===== src/rtl/spi_pp_pkg.sv =====
package spi_pp_pkg;
  localparam logic [7:0] OP_WREN = 8'h06;
  localparam logic [7:0] OP_PROG = 8'h02;
  localparam logic [7:0] OP_STAT = 8'h05;
  localparam int unsigned PAGE_BYTES = 256;

  typedef enum logic [3:0] {
    ST_IDLE, ST_WREN, ST_GAP, ST_CMD, ST_DATA,
    ST_WAIT, ST_POLL, ST_DONE, ST_ERR
  } pp_state_e;
endpackage


===== src/rtl/spi_pp_master.sv =====
module spi_pp_master #(
  parameter int unsigned CLK_DIV = 4
) (
  input  logic       clk_i,
  input  logic       rst_ni,
  input  logic       go_i,
  input  logic [7:0] tx_i,
  input  logic       miso_i,
  output logic       done_o,
  output logic [7:0] rx_o,
  output logic       sclk_o,
  output logic       mosi_o
);
  localparam int unsigned DW = (CLK_DIV > 1) ? $clog2(CLK_DIV) : 1;

  logic          active_q, sclk_q, done_q;
  logic [DW-1:0] div_q;
  logic [2:0]    bit_q;
  logic [7:0]    tx_q, rx_q;

  always_ff @(posedge clk_i or negedge rst_ni) begin
    if (!rst_ni) begin
      active_q <= 1'b0;
      sclk_q   <= 1'b0;
      done_q   <= 1'b0;
      div_q    <= '0;
      bit_q    <= '0;
      tx_q     <= '0;
      rx_q     <= '0;
    end else begin
      done_q <= 1'b0;
      if (go_i) begin
        active_q <= 1'b1;
        tx_q     <= tx_i;
        bit_q    <= '0;
        div_q    <= '0;
        sclk_q   <= 1'b0;
      end else if (active_q) begin
        if (div_q == DW'(CLK_DIV - 1)) begin
          div_q <= '0;
          if (!sclk_q) begin
            sclk_q <= 1'b1;
            rx_q   <= {rx_q[6:0], miso_i};
          end else begin
            sclk_q <= 1'b0;
            if (bit_q == 3'd7) begin
              active_q <= 1'b0;
              done_q   <= 1'b1;
            end else begin
              bit_q <= bit_q + 3'd1;
              tx_q  <= {tx_q[6:0], 1'b0};
            end
          end
        end else begin
          div_q <= div_q + DW'(1);
        end
      end
    end
  end

  assign done_o = done_q;
  assign rx_o   = rx_q;
  assign sclk_o = sclk_q;
  assign mosi_o = tx_q[7];
endmodule


===== src/rtl/spi_pp_len_chk.sv =====
module spi_pp_len_chk (
  input  logic [7:0] addr_lo_i,
  input  logic [8:0] len_i,
  output logic       ok_o
);
  logic [8:0] room;
  assign room = 9'd256 - {1'b0, addr_lo_i};
  assign ok_o = (len_i != 9'd0) && (len_i <= room);
endmodule


===== src/rtl/spi_pp_fsm.sv =====
module spi_pp_fsm
  import spi_pp_pkg::*;
#(
  parameter int unsigned WAIT_CYCLES = 10000,
  parameter int unsigned MAX_POLLS   = 4096,
  parameter int unsigned GAP_CYCLES  = 8
) (
  input  logic        clk_i,
  input  logic        rst_ni,
  input  logic        start_i,
  input  logic [23:0] addr_i,
  input  logic [8:0]  len_i,
  input  logic        len_ok_i,
  input  logic [7:0]  data_i,
  input  logic        data_valid_i,
  output logic        data_ready_o,
  input  logic        xfer_done_i,
  input  logic        busy_bit_i,
  output logic        go_o,
  output logic [7:0]  tx_o,
  output logic        cs_n_o,
  output logic        done_o,
  output logic        err_o
);
  localparam int unsigned TMAX = (WAIT_CYCLES > GAP_CYCLES) ? WAIT_CYCLES : GAP_CYCLES;
  localparam int unsigned TW   = $clog2(TMAX + 1);
  localparam int unsigned PW   = $clog2(MAX_POLLS + 1);

  pp_state_e     state_q, nxt_q;
  logic [1:0]    idx_q;
  logic [23:0]   addr_q;
  logic [8:0]    rem_q;
  logic [TW-1:0] tmr_q;
  logic [PW-1:0] polls_q;
  logic          pend_q;
  logic          byte_st;

  assign byte_st = (state_q == ST_WREN) || (state_q == ST_CMD) ||
                   (state_q == ST_DATA) || (state_q == ST_POLL);
  assign go_o = byte_st && !pend_q && ((state_q != ST_DATA) || data_valid_i);
  assign data_ready_o = (state_q == ST_DATA) && !pend_q;
  assign cs_n_o = !byte_st;
  assign done_o = (state_q == ST_DONE);
  assign err_o  = (state_q == ST_ERR);

  always_comb begin
    tx_o = 8'h00;
    unique case (state_q)
      ST_WREN: tx_o = OP_WREN;
      ST_CMD: begin
        unique case (idx_q)
          2'd0:    tx_o = OP_PROG;
          2'd1:    tx_o = addr_q[23:16];
          2'd2:    tx_o = addr_q[15:8];
          default: tx_o = addr_q[7:0];
        endcase
      end
      ST_DATA: tx_o = data_i;
      ST_POLL: tx_o = (idx_q == 2'd0) ? OP_STAT : 8'h00;
      default: tx_o = 8'h00;
    endcase
  end

  always_ff @(posedge clk_i or negedge rst_ni) begin
    if (!rst_ni) begin
      state_q <= ST_IDLE;
      nxt_q   <= ST_IDLE;
      idx_q   <= '0;
      addr_q  <= '0;
      rem_q   <= '0;
      tmr_q   <= '0;
      polls_q <= '0;
      pend_q  <= 1'b0;
    end else begin
      if (go_o)             pend_q <= 1'b1;
      else if (xfer_done_i) pend_q <= 1'b0;

      unique case (state_q)
        ST_IDLE: if (start_i) begin
          if (len_ok_i) begin
            addr_q  <= addr_i;
            rem_q   <= len_i;
            polls_q <= '0;
            idx_q   <= '0;
            state_q <= ST_WREN;
          end else begin
            state_q <= ST_ERR;
          end
        end
        ST_WREN: if (xfer_done_i) begin
          state_q <= ST_GAP;
          nxt_q   <= ST_CMD;
          tmr_q   <= TW'(GAP_CYCLES - 1);
        end
        ST_GAP: begin
          if (tmr_q == '0) begin
            state_q <= nxt_q;
            idx_q   <= '0;
          end else begin
            tmr_q <= tmr_q - TW'(1);
          end
        end
        ST_CMD: if (xfer_done_i) begin
          if (idx_q == 2'd3) state_q <= ST_DATA;
          else               idx_q   <= idx_q + 2'd1;
        end
        ST_DATA: if (xfer_done_i) begin
          rem_q <= rem_q - 9'd1;
          if (rem_q == 9'd1) begin
            state_q <= ST_WAIT;
            tmr_q   <= TW'(WAIT_CYCLES - 1);
          end
        end
        ST_WAIT: begin
          if (tmr_q == '0) begin
            state_q <= ST_POLL;
            idx_q   <= '0;
          end else begin
            tmr_q <= tmr_q - TW'(1);
          end
        end
        ST_POLL: if (xfer_done_i) begin
          if (idx_q == 2'd0) begin
            idx_q <= 2'd1;
          end else if (!busy_bit_i) begin
            state_q <= ST_DONE;
          end else if (polls_q == PW'(MAX_POLLS - 1)) begin
            state_q <= ST_ERR;
          end else begin
            polls_q <= polls_q + PW'(1);
            state_q <= ST_GAP;
            nxt_q   <= ST_POLL;
            tmr_q   <= TW'(GAP_CYCLES - 1);
          end
        end
        ST_DONE: state_q <= ST_IDLE;
        ST_ERR:  state_q <= ST_IDLE;
        default: state_q <= ST_IDLE;
      endcase
    end
  end
endmodule


===== src/rtl/spi_pp_seq.sv =====
module spi_pp_seq #(
  parameter int unsigned CLK_DIV     = 4,
  parameter int unsigned WAIT_CYCLES = 10000,
  parameter int unsigned MAX_POLLS   = 4096
) (
  input  logic        clk_i,
  input  logic        rst_ni,
  input  logic        start_i,
  input  logic [23:0] addr_i,
  input  logic [8:0]  len_i,
  input  logic [7:0]  data_i,
  input  logic        data_valid_i,
  output logic        data_ready_o,
  output logic        done_o,
  output logic        err_o,
  output logic        sclk_o,
  output logic        cs_no,
  output logic        mosi_o,
  input  logic        miso_i
);
  localparam int unsigned GAP_CYCLES = 2 * CLK_DIV;

  logic       len_ok, go, xfer_done;
  logic [7:0] tx_byte, rx_byte;

  spi_pp_len_chk u_len (
    .addr_lo_i (addr_i[7:0]),
    .len_i     (len_i),
    .ok_o      (len_ok)
  );

  spi_pp_fsm #(
    .WAIT_CYCLES (WAIT_CYCLES),
    .MAX_POLLS   (MAX_POLLS),
    .GAP_CYCLES  (GAP_CYCLES)
  ) u_fsm (
    .clk_i        (clk_i),
    .rst_ni       (rst_ni),
    .start_i      (start_i),
    .addr_i       (addr_i),
    .len_i        (len_i),
    .len_ok_i     (len_ok),
    .data_i       (data_i),
    .data_valid_i (data_valid_i),
    .data_ready_o (data_ready_o),
    .xfer_done_i  (xfer_done),
    .busy_bit_i   (rx_byte[0]),
    .go_o         (go),
    .tx_o         (tx_byte),
    .cs_n_o       (cs_no),
    .done_o       (done_o),
    .err_o        (err_o)
  );

  spi_pp_master #(
    .CLK_DIV (CLK_DIV)
  ) u_spi (
    .clk_i  (clk_i),
    .rst_ni (rst_ni),
    .go_i   (go),
    .tx_i   (tx_byte),
    .miso_i (miso_i),
    .done_o (xfer_done),
    .rx_o   (rx_byte),
    .sclk_o (sclk_o),
    .mosi_o (mosi_o)
  );
endmodule


===== config.mk =====
export PLATFORM = sky130hd
export DESIGN_NAME = spi_pp_seq
export DESIGN_NICKNAME = d
export VERILOG_FILES = /design/src/rtl/spi_pp_pkg.sv /design/src/rtl/spi_pp_master.sv /design/src/rtl/spi_pp_len_chk.sv /design/src/rtl/spi_pp_fsm.sv /design/src/rtl/spi_pp_seq.sv
export SDC_FILE = /design/constraint.sdc
export NUM_CORES = 1
export LEC_CHECK = 0
export CORE_MARGIN = 1.5
export CORE_UTILIZATION = 30
export CTS_BUF_LIST = sky130_fd_sc_hd__clkbuf_4
export CTS_CLUSTER_DIAMETER = 100
export DETAILED_ROUTE_END_ITERATION = 8
export PLACE_DENSITY = 0.5
export SLEW_MARGIN = 20
export SYNTH_ARGS = -nofsm -noshare
export SYNTH_HDL_FRONTEND = slang
export SYNTH_HIERARCHICAL = 1
export SYNTH_SLANG_ARGS = --single-unit
export TNS_END_PERCENT = 1

===== constraint.sdc =====
create_clock -name clk_i -period 2.5 [get_ports clk_i]
set_input_delay 0.5 -clock clk_i [delete_from_list [all_inputs] [get_ports clk_i]]
set_output_delay 0.5 -clock clk_i [all_outputs]
set_load 0.01 [all_outputs]

# Yosys cells after proc, flatten, opt, wreduce, memory -nomap -nowiden
# Index checks and enable logic that the tools add are counted.
# totals
regBits,88
in_bits,46
out_inout_bits,6
wordCells,173
# op_classes
n_addsub,7
magnitude_cmp,1
eq_ne,34
n_mux,80
bitwise_logic,2
n_reduce_logical,34
# op_table
cell,n
14-bit two-way mux,8
13-bit two-way mux,6
4-bit two-way mux,18
14-bit case mux with 4 select lines,1
8-bit two-way mux,5
8-bit case mux with 4 select lines,1
4-bit case mux with 7 select lines,1
9-bit two-way mux,3
13-bit case mux with 2 select lines,1
8-bit case mux with 3 select lines,1
2-bit two-way mux,10
"2-bit inequality test, second input constant",10
3-bit two-way mux,6
9-bit case mux with 2 select lines,1
"4-bit by 3-bit == test with 1-bit output, second input constant",4
1-bit two-way mux,16
"2-bit by 1-bit inequality test with 1-bit output, second input constant",8
14-bit logical NOT,1
2-bit nonzero test,7
"14-bit by 1-bit subtractor with 14-bit output, second input constant",1
"13-bit by 1-bit adder with 13-bit output, second input constant",1
"13-bit by 12-bit == test with 1-bit output, second input constant",1
4-bit AND reduction,3
10-bit AND reduction,1
other kinds (30),43

# Depth between registers and ports, before layout
# Gate-level depths: netlist (run 1).
# logic_depth
ltp_word,8
mapped_depth,16
depth_no_buf,15

# Hierarchy
# The synthesis (run 1) kept the hierarchy.
# modules_own_cells
mod,instances,cells_per_inst,area_each_um2
spi_pp_fsm,1,476,4031.4
spi_pp_master,1,74,1071.0
spi_pp_len_chk,1,45,337.8

# Least setup slack after synthesis (run 1)
# No wires, ideal clock.
# synth_path
kind,input to register
startpoint,input port addr_i[0]
endpoint,register u_fsm.polls_q[11]
arrival_ns,3.849
required_time_ns,2.422
slack_ns,-1.427
stages,15
path_cell_list,inv_1 > ha_1 > nand2_1 > or3_4 > or3_1 > ha_1 > and4_1 > nand3_1 > a22o_1 > a31oi_1 > nand2_1 > a22o_1 > a211o_1 > or4_1 > a21oi_1
# synth_via
elab_chain_cells,5
# synth_rtl
item,line,source
start: declaration,spi_pp_seq.sv:9,"input logic [23:0] addr_i,"
9-bit by 8-bit subtractor with 9-bit output,spi_pp_len_chk.sv:7,"assign room = 9'd256 - {1'b0, addr_lo_i};"
9-bit less-or-equal comparator,spi_pp_len_chk.sv:8,assign ok_o = (len_i != 9'd0) && (len_i <= room);
1-bit logical AND,spi_pp_len_chk.sv:8,
named net len_ok,spi_pp_seq.sv:23,"logic len_ok, go, xfer_done;"
2-bit inequality test (no line),n/a,
7-bit AND reduction (no line),n/a,
end signal: assignment,spi_pp_fsm.sv:130,polls_q <= polls_q + PW'(1);
end: declaration,spi_pp_fsm.sv:34,logic [PW-1:0] polls_q;
# The timed path passes the listed nets, and every way through them passes these cells.
# A chain may end at the register's enable or synchronous reset.

# Final worst setup path (run 1)
# layout_path
startpoint,input port addr_i[0]
endpoint,register u_fsm.polls_q[2]
# The elaborated chain is that of the path after synthesis.

==> results of run 1 <==
[worst max path at each step]
stage                        end  slack, ns  cells after the start
3_3_place_gp    u_fsm/polls_q[2]      -1.96                     17
3_5_place_dp   u_fsm/polls_q[11]      -1.99                     16
5_1_grt         u_fsm/polls_q[2]      -0.84                     17
6_report        u_fsm/polls_q[2]      -0.77                     17
4_1_cts        u_fsm/polls_q[11]      -0.82                     16
2_1_floorplan  u_fsm/polls_q[11]      -1.22                     15
[worst max-delay path, cell delays in order]
cell and delay [ns]:
buf_8 0.10, inv_6 0.05, ha_4 0.12, nand2_2 0.05
or3_4 0.33, or3_4 0.35, ha_4 0.28, and4_4 0.22
nand3_4 0.06, a22o_1 0.20, a31oi_4 0.18, nand2_2 0.09
a22o_4 0.27, a211o_4 0.30, buf_6 0.13, or3_1 0.30
a21oi_1 0.14
[power groups by stage]
stage / Sequential (uW) / Clock, uW / Combinational (uW)
4_1_cts: 2490 / 1100 / 3850
6_report: 2500 / 1060 / 3950
2_1_floorplan: 2420 / 0 / 2340
3_3_place_gp: 2480 / 0 / 3630
3_5_place_dp: 2510 / 0 / 3700
5_1_grt: 2580 / 1170 / 4380
[stage by stage]
stage | setup TNS (ns) | std cells | cell area [sq um] | total power (uW)
2_1_floorplan | -42.92 | 581 | 5270 | 4760
6_report | -18.63 | 922 | 6990 | 7510
3_5_place_dp | -81.53 | 901 | 6560 | 6210
5_1_grt | -21.52 | 922 | 6990 | 8130
3_3_place_gp | -79.25 | 901 | 6560 | 6110
4_1_cts | -18.34 | 921 | 6880 | 7440
[metal layers]
layer,wire [microns],share of wire [%],global-route usage [%],vias up
li1,-,-,-,2344
met1,6800,47,22.4,2346
met2,7060,48,28.3,105
met3,582,4.0,3.12,12
met4,129,0.89,4.18,0
met5,0,0,0,-
[area by class of cell]
| type | instances | area share [%] |
|---|---|---|
| Inverter | 20 | 1.32 |
| Timing Repair Buffer | 130 | 17.2 |
| Tap cell | 220 | 3.94 |
| Clock buffer | 10 | 1.07 |
| Multi-Input combinational cell | 449 | 43.7 |
| Clock inverter | 6 | 1.66 |
| Sequential cell | 87 | 31.1 |
[sequential cells by signal (all words and copies together) (netlist names), 2 cells and up]
name / count
u_fsm/state_q: 4
u_spi/div_q: 2
u_spi/tx_q: 8
u_fsm/rem_q: 9
u_fsm/polls_q: 13
u_fsm/nxt_q: 3
u_fsm/tmr_q: 14
u_fsm/addr_q: 24
u_fsm/idx_q: 2
u_spi/bit_q: 3
[timing repair]
item / in CTS / in global routing
hold buffers: 1 / 0
gates resized for setup: 51 / 24
pin swaps: 22 / 11
hold endpoints to repair: 17 / 0
setup endpoints to repair: 56 / 76
cloned: 1 / 0
buffers inserted: 2 / 1
==> summary.txt, run 1 <==
Outcome
  • Status: complete, but fails checks
  • Violated checks: setup timing

Routing
  • Via/cell ratio: 5.21
  • Routed vias: about 4800
  • Antenna Nets Post-Route: 0
  • DRT Wirelength: 14600 microns
  • DR pass1 iterations: 5
  • # DRC: 0
  • WL per Instance: 15.8 microns
  • DRC marker count from the first detailed-route iteration: between 200 and 250

Critical path
  • Worst R2R Setup Slack: 0.16 ns
  • Worst path arrival time: about 3.7 ns
  • R2r endpoint: u_fsm/tmr_q[6]
  • Startpoint Class: input pin
  • Critical Path Sink Type: register
  • Worst Path Required: about 2.9 ns
  • Reg2Reg Depth: 7
  • Worst r2r src: u_fsm/idx_q[0]
  • Crit. Startpoint: addr_i[0]
  • CP max FO: 6
  • Critical path type: input pin to register

Clock tree
  • Max H-tree Level: 3
  • Clk sink count: 87
  • CTS tree: built
  • Root Driver: clkbuf_4
  • Clock insertion delay at the later pin of the skew report: between 0.4 and 0.5 ns
  • Clock tree buffer depth: 2
  • Reg clk slew, reported paths: between 0.1 and 0.15 ns
  • Num CTS Buffers: 9

STA
  • FMAX: a little over 300 MHz
  • Final min period: ~3.3 ns
  • Slew Viols, Final: 0
  • Endpoints failing setup: 51
  • Final hold viol count: 0
  • Setup ws final: -0.767 ns
  • Worst Skew: between 0.01 and 0.015 ns
  • RSZ-0062 raised after global routing: true
  • Slew @ Worst Pin: ~0.64 ns
  • Hold slack: around 0.35 ns
  • Worst slew margin: between 50% and 60%
  • Period utilisation layout: 131%

Power and ir drop
  • Flop pwr share: approximately a third
  • Combinational fraction of design power: ~53%
  • Internal power: 4360 uW
  • Static leakage: between 0.003 and 0.004 uW
  • Power Density: 1070 nW/um^2
  • Maximum VDD drop: between 0.0003 and 0.0004 V
  • Clk network pwr share: 14.2%
  • Switching Share: between 40% and 50%
  • Net Switching: 3150 uW

GRT
  • Initial antenna violation count: 0
  • Largest net degree at the start of global routing: 37
  • Grt total ovfl: 0
  • Gr usage total: between 10% and 20%
  • Vias in the first global route: ~4900
  • First-pass GRT wire length: about 24000 microns

Placed design
  • DP Worst Slack: -1.99 ns
  • HPWL after DPL: ~11000 microns
  • Gp weighted congestion: 0.863
  • Port buffer count: slightly above 50

Final layout
  • FILL cells: approximately 1700
  • Storage cell area: roughly 2200 sq um
  • Area of the multi-input gates: slightly above 3000 sq um
  • Area delta synth->final: 34.8%
  • Final Core Density: 41.7%
  • Commonest cells after routing, fill and taps aside: nand2_1 (112), dfrtp_1 (87), buf_4 (66), clkdlybuf4s50_1 (39)
  • Commonest non-fill, non-tap cell in the layout: nand2_1
  • ANT cells: 0
  • Layout net count: between 700 and 800
  • Layout cell share with drive strength beyond 1: between 20% and 30%

Floorplanning
  • Row Count: 47
  • Die area: ~18000 sq um
  • Initial core utilization: a little under a third
  • Die height: between 100 and 150 microns
  • Die Span X: between 100 and 150 microns
  • Core area: around 17000 sq um
  • I/O pins: 52

Hold path
  • Worst min path class: input pin to register
  • Worst hold start: addr_i[3]
  • Worst hold endpoint: u_fsm/addr_q[3]
  • Hold depth: 4

Synthesis
  • Ys Warns: 6
  • Cells after Synth: approximately 580
  • Mean area per synthesized cell: around 8.9 sq um
  • Syn Std Cell Area: around 5200 sq um
  • Mapped Nets: 649

Flow run
  • Max Cap Viol: 0
(Power assumes the default switching activity.)
==> run 2: changes to the inputs <==
--- a/config.mk
+++ b/config.mk
@@ -5,12 +5,15 @@
 export SDC_FILE = /design/constraint.sdc
 export NUM_CORES = 1
 export LEC_CHECK = 0
+export CORE_ASPECT_RATIO = 0.6
 export CORE_MARGIN = 1.5
 export CORE_UTILIZATION = 30
 export CTS_BUF_LIST = sky130_fd_sc_hd__clkbuf_4
 export CTS_CLUSTER_DIAMETER = 100
+export CTS_CLUSTER_SIZE = 40
 export DETAILED_ROUTE_END_ITERATION = 8
 export PLACE_DENSITY = 0.5
+export SKIP_LAST_GASP = 1
 export SLEW_MARGIN = 20
 export SYNTH_ARGS = -nofsm -noshare
 export SYNTH_HDL_FRONTEND = slang
==> summary.txt, run 2 (synthesis gave the netlist of run 1 again) <==
Outcome
  • Status: complete, but fails checks
  • Violated checks: setup timing

Routing
  • Routed vias: 4777 (-0.62%)
  • DRC marker count from the first detailed-route iteration: 294 (+44%)
  • Antenna Nets Post-Route: 0 (unchanged)
  • Via/cell ratio: 5.11 (-1.9%)
  • DR pass1 iterations: 6 (+1)
  • WL per Instance: 15.7 microns (-0.79%)
  • # DRC: 0 (unchanged)
  • DRT Wirelength: 14600 microns (+0.50%)

Power and ir drop
  • Clk network pwr share: 11.6% (-2.6 points)
  • Total power: 7120 uW (-5.1%)
  • Net Switching: 3140 uW (-0.31%)
  • Flop pwr share: 35.5% (+2.2 points)
  • Power Density: 1050 nW/um^2 (-2.3%)
  • Internal power: 3980 uW (-8.5%)
  • Switching Share: 44.1% (+2.1 points)
  • Combinational fraction of design power: 52.9% (+0.3 points)
  • Static leakage: 0.00297 uW (-2.8%)
  • Maximum VDD drop: 0.000397 V (+0.42%)

GRT
  • Grt total ovfl: 0 (unchanged)
  • Vias in the first global route: 4601 (-5.9%)
  • Gr usage total: 16.6% (-0.29 points)
  • First-pass GRT wire length: 24000 microns (-1.2%)
  • Initial antenna violation count: 0 (unchanged)
  • Largest net degree at the start of global routing: 59 (+59%)

Critical path
  • Slowest cell on crit path: or4_1
  • Startpoint Class: input pin
  • Largest stage delay, worst path: 0.47 ns (+0.12 ns)
  • Critical Path Sink Type: register
  • Critical path type: input pin to register
  • CP cell instances: buf_8 -> inv_6 -> ha_4 -> nand2_2 -> or3_4 -> or3_4 -> ha_4 -> and4_4 -> nand3_4 -> a22o_1 -> a31oi_4 -> nand2_2 -> a22o_4 -> a211o_4 -> or4_1 -> a21oi_1
  • Worst path arrival time: 3.79 ns (+0.13 ns)
  • Worst Path Required: 2.89 ns (about the same)
  • CP max FO: 6 (unchanged)

STA
  • Slew @ Worst Pin: 0.675 ns (+0.0378 ns)
  • Final min period: 3.40 ns (+0.136 ns)
  • Setup ws final: -0.903 ns (-0.136 ns)
  • Worst Skew: 0.0284 ns (+0.0171 ns)
  • RSZ-0062 raised after global routing: true
  • Endpoints failing setup: 56 (+9.8%)
  • Slew Viols, Final: 0 (unchanged)
  • Period utilisation layout: 136% (+5.5 points)
  • Worst slew margin: 55.0% (-2.4 points)
  • Final hold viol count: 0 (unchanged)
  • FMAX: 294 MHz (-4.0%)

Clock tree
  • Root Driver: clkbuf_4
  • Max H-tree Level: 3 (unchanged)
  • Clk sink count: 87 (unchanged)
  • Reg clk slew, reported paths: 0.16 ns (+0.02 ns)
  • Clock tree buffer depth: 2 (unchanged)
  • Num CTS Buffers: 9 (unchanged)
  • Clock insertion delay at the later pin of the skew report: 0.46 ns (about the same)
  • CTS tree: built

Final layout
  • Layout net count: 769 (+0.52%)
  • Number of flip-flops in the largest register: 24 (unchanged)
  • Layout Cells excl Fill: 934 (+1.3%)
  • ANT cells: 0 (unchanged)
  • Layout cell share with drive strength beyond 1: 21.4% (-1.8 points)
  • Commonest cells after routing, fill and taps aside: nand2_1 (113), dfrtp_1 (87), buf_4 (81), clkdlybuf4s50_1 (44)
  • Area delta synth->final: 31.0%
  • Biggest regs: u_fsm/addr_q x24, u_fsm/tmr_q x14, u_fsm/polls_q x13
  • Commonest non-fill, non-tap cell in the layout: nand2_1
  • Largest Register: u_fsm/addr_q

Floorplanning
  • Initial core utilization: 31.3% (+0.34 points)
  • Row Count: 36 (-23%)
  • Core area: 16600 sq um (-1.1%)
  • Die area: 18100 sq um (+0.14%)
  • I/O pins: 52 (unchanged)
  • Die height: 105 microns (-22%)
  • Die Span X: 173 microns (+28%)

Hold path
  • Worst min path class: input pin to register

Placed design
  • Gp weighted congestion: 0.837 (-3.0%)
  • Dpl cells: 910 (+1.0%)
  • Port buffer count: 51 (unchanged)
  • HPWL after DPL: 11100 microns (+2.7%)

Flow run
  • Max Cap Viol: 0 (unchanged)
-- run 2: power groups by stage --
stage | Sequential [uW] | Clock (uW) | Combinational [uW]
finish | 2530 | 824 | 3770
global route | 2630 | 914 | 4170
CTS | 2530 | 857 | 3740
detailed placement | 2550 | 0 | 3630
global placement | 2530 | 0 | 3550
floorplan | 2420 | 0 | 2340
-- run 2: cell type report --
| cell class | count | area (sq um) |
|---|---|---|
| Timing Repair Buffer | 134 | 1150 |
| Multi-Input combinational cell | 449 | 2940 |
| Clock inverter | 7 | 76.3 |
| Fill cell | 1688 | 9780 |
| Clock buffer | 9 | 67.6 |
| Sequential cell | 87 | 2180 |
| Tap cell | 228 | 285 |
| Inverter | 20 | 92.6 |
-- run 2: per-stage QoR --
step | instance area [sq um] | setup TNS (ns) | setup WS (ns) | util (%) | hold WS, ns
floorplan | 5270 | -42.92 | -1.22 | - | 0.204
global placement | 6540 | -79.45 | -1.96 | 39.4 | 0.449
detailed placement | 6540 | -82.27 | -2.03 | 39.4 | 0.464
CTS | 6760 | -28.10 | -0.948 | 40.8 | 0.352
global route | 6790 | -34.12 | -0.943 | 41.0 | 0.359
finish | 6790 | -29.72 | -0.903 | 41.0 | 0.396
-- run 2: per-layer routing --
| metal | global-route usage [%] | wire, microns | vias up |
|---|---|---|---|
| met3 | 3.46 | 702 | 8 |
| met4 | 2.98 | 68 | 0 |
| met2 | 23.9 | 6100 | 114 |
| li1 | - | - | 2363 |
| met5 | 0 | 0 | - |
| met1 | 25.3 | 7780 | 2292 |
-- run 2: repair_timing --
action                                 CTS  global route
setup buffers                            6             0
gates resized for setup                 29             7
setup endpoints to repair               56            61
endpoints found under the hold margin   29             0
pin swaps                               12            13
cloned                                   1             0
hold buffers                             1             0
-- run 2: worst paths after layout --
path / slack (ns) / endpoint / cells past startpoint / from
hold / removal: 0.40 / u_fsm/addr_q[0] / 4 / addr_i[0]
hold reg to reg: 0.50 / u_fsm/addr_q[20] / 2 / u_fsm/addr_q[20]
min in group asynchronous: 0.50 / u_fsm/tmr_q[5] / 2 / rst_ni
setup / recovery: -0.90 / u_fsm/polls_q[11] / 16 / addr_i[0]
setup reg to reg: 0.11 / u_spi/tx_q[5] / 8 / u_fsm/state_q[0]
max in group asynchronous: 1.32 / u_fsm/addr_q[13] / 3 / rst_ni
-- run 2: critical path: cells and delay by family --
family | cells | cell delay [ns]
AO/OA/AOI/OAI | 5 | 1.11
adder cells (fa/ha/maj) | 2 | 0.41
buffers and inverters | 2 | 0.15
AND/OR/NAND/NOR | 7 | 1.63
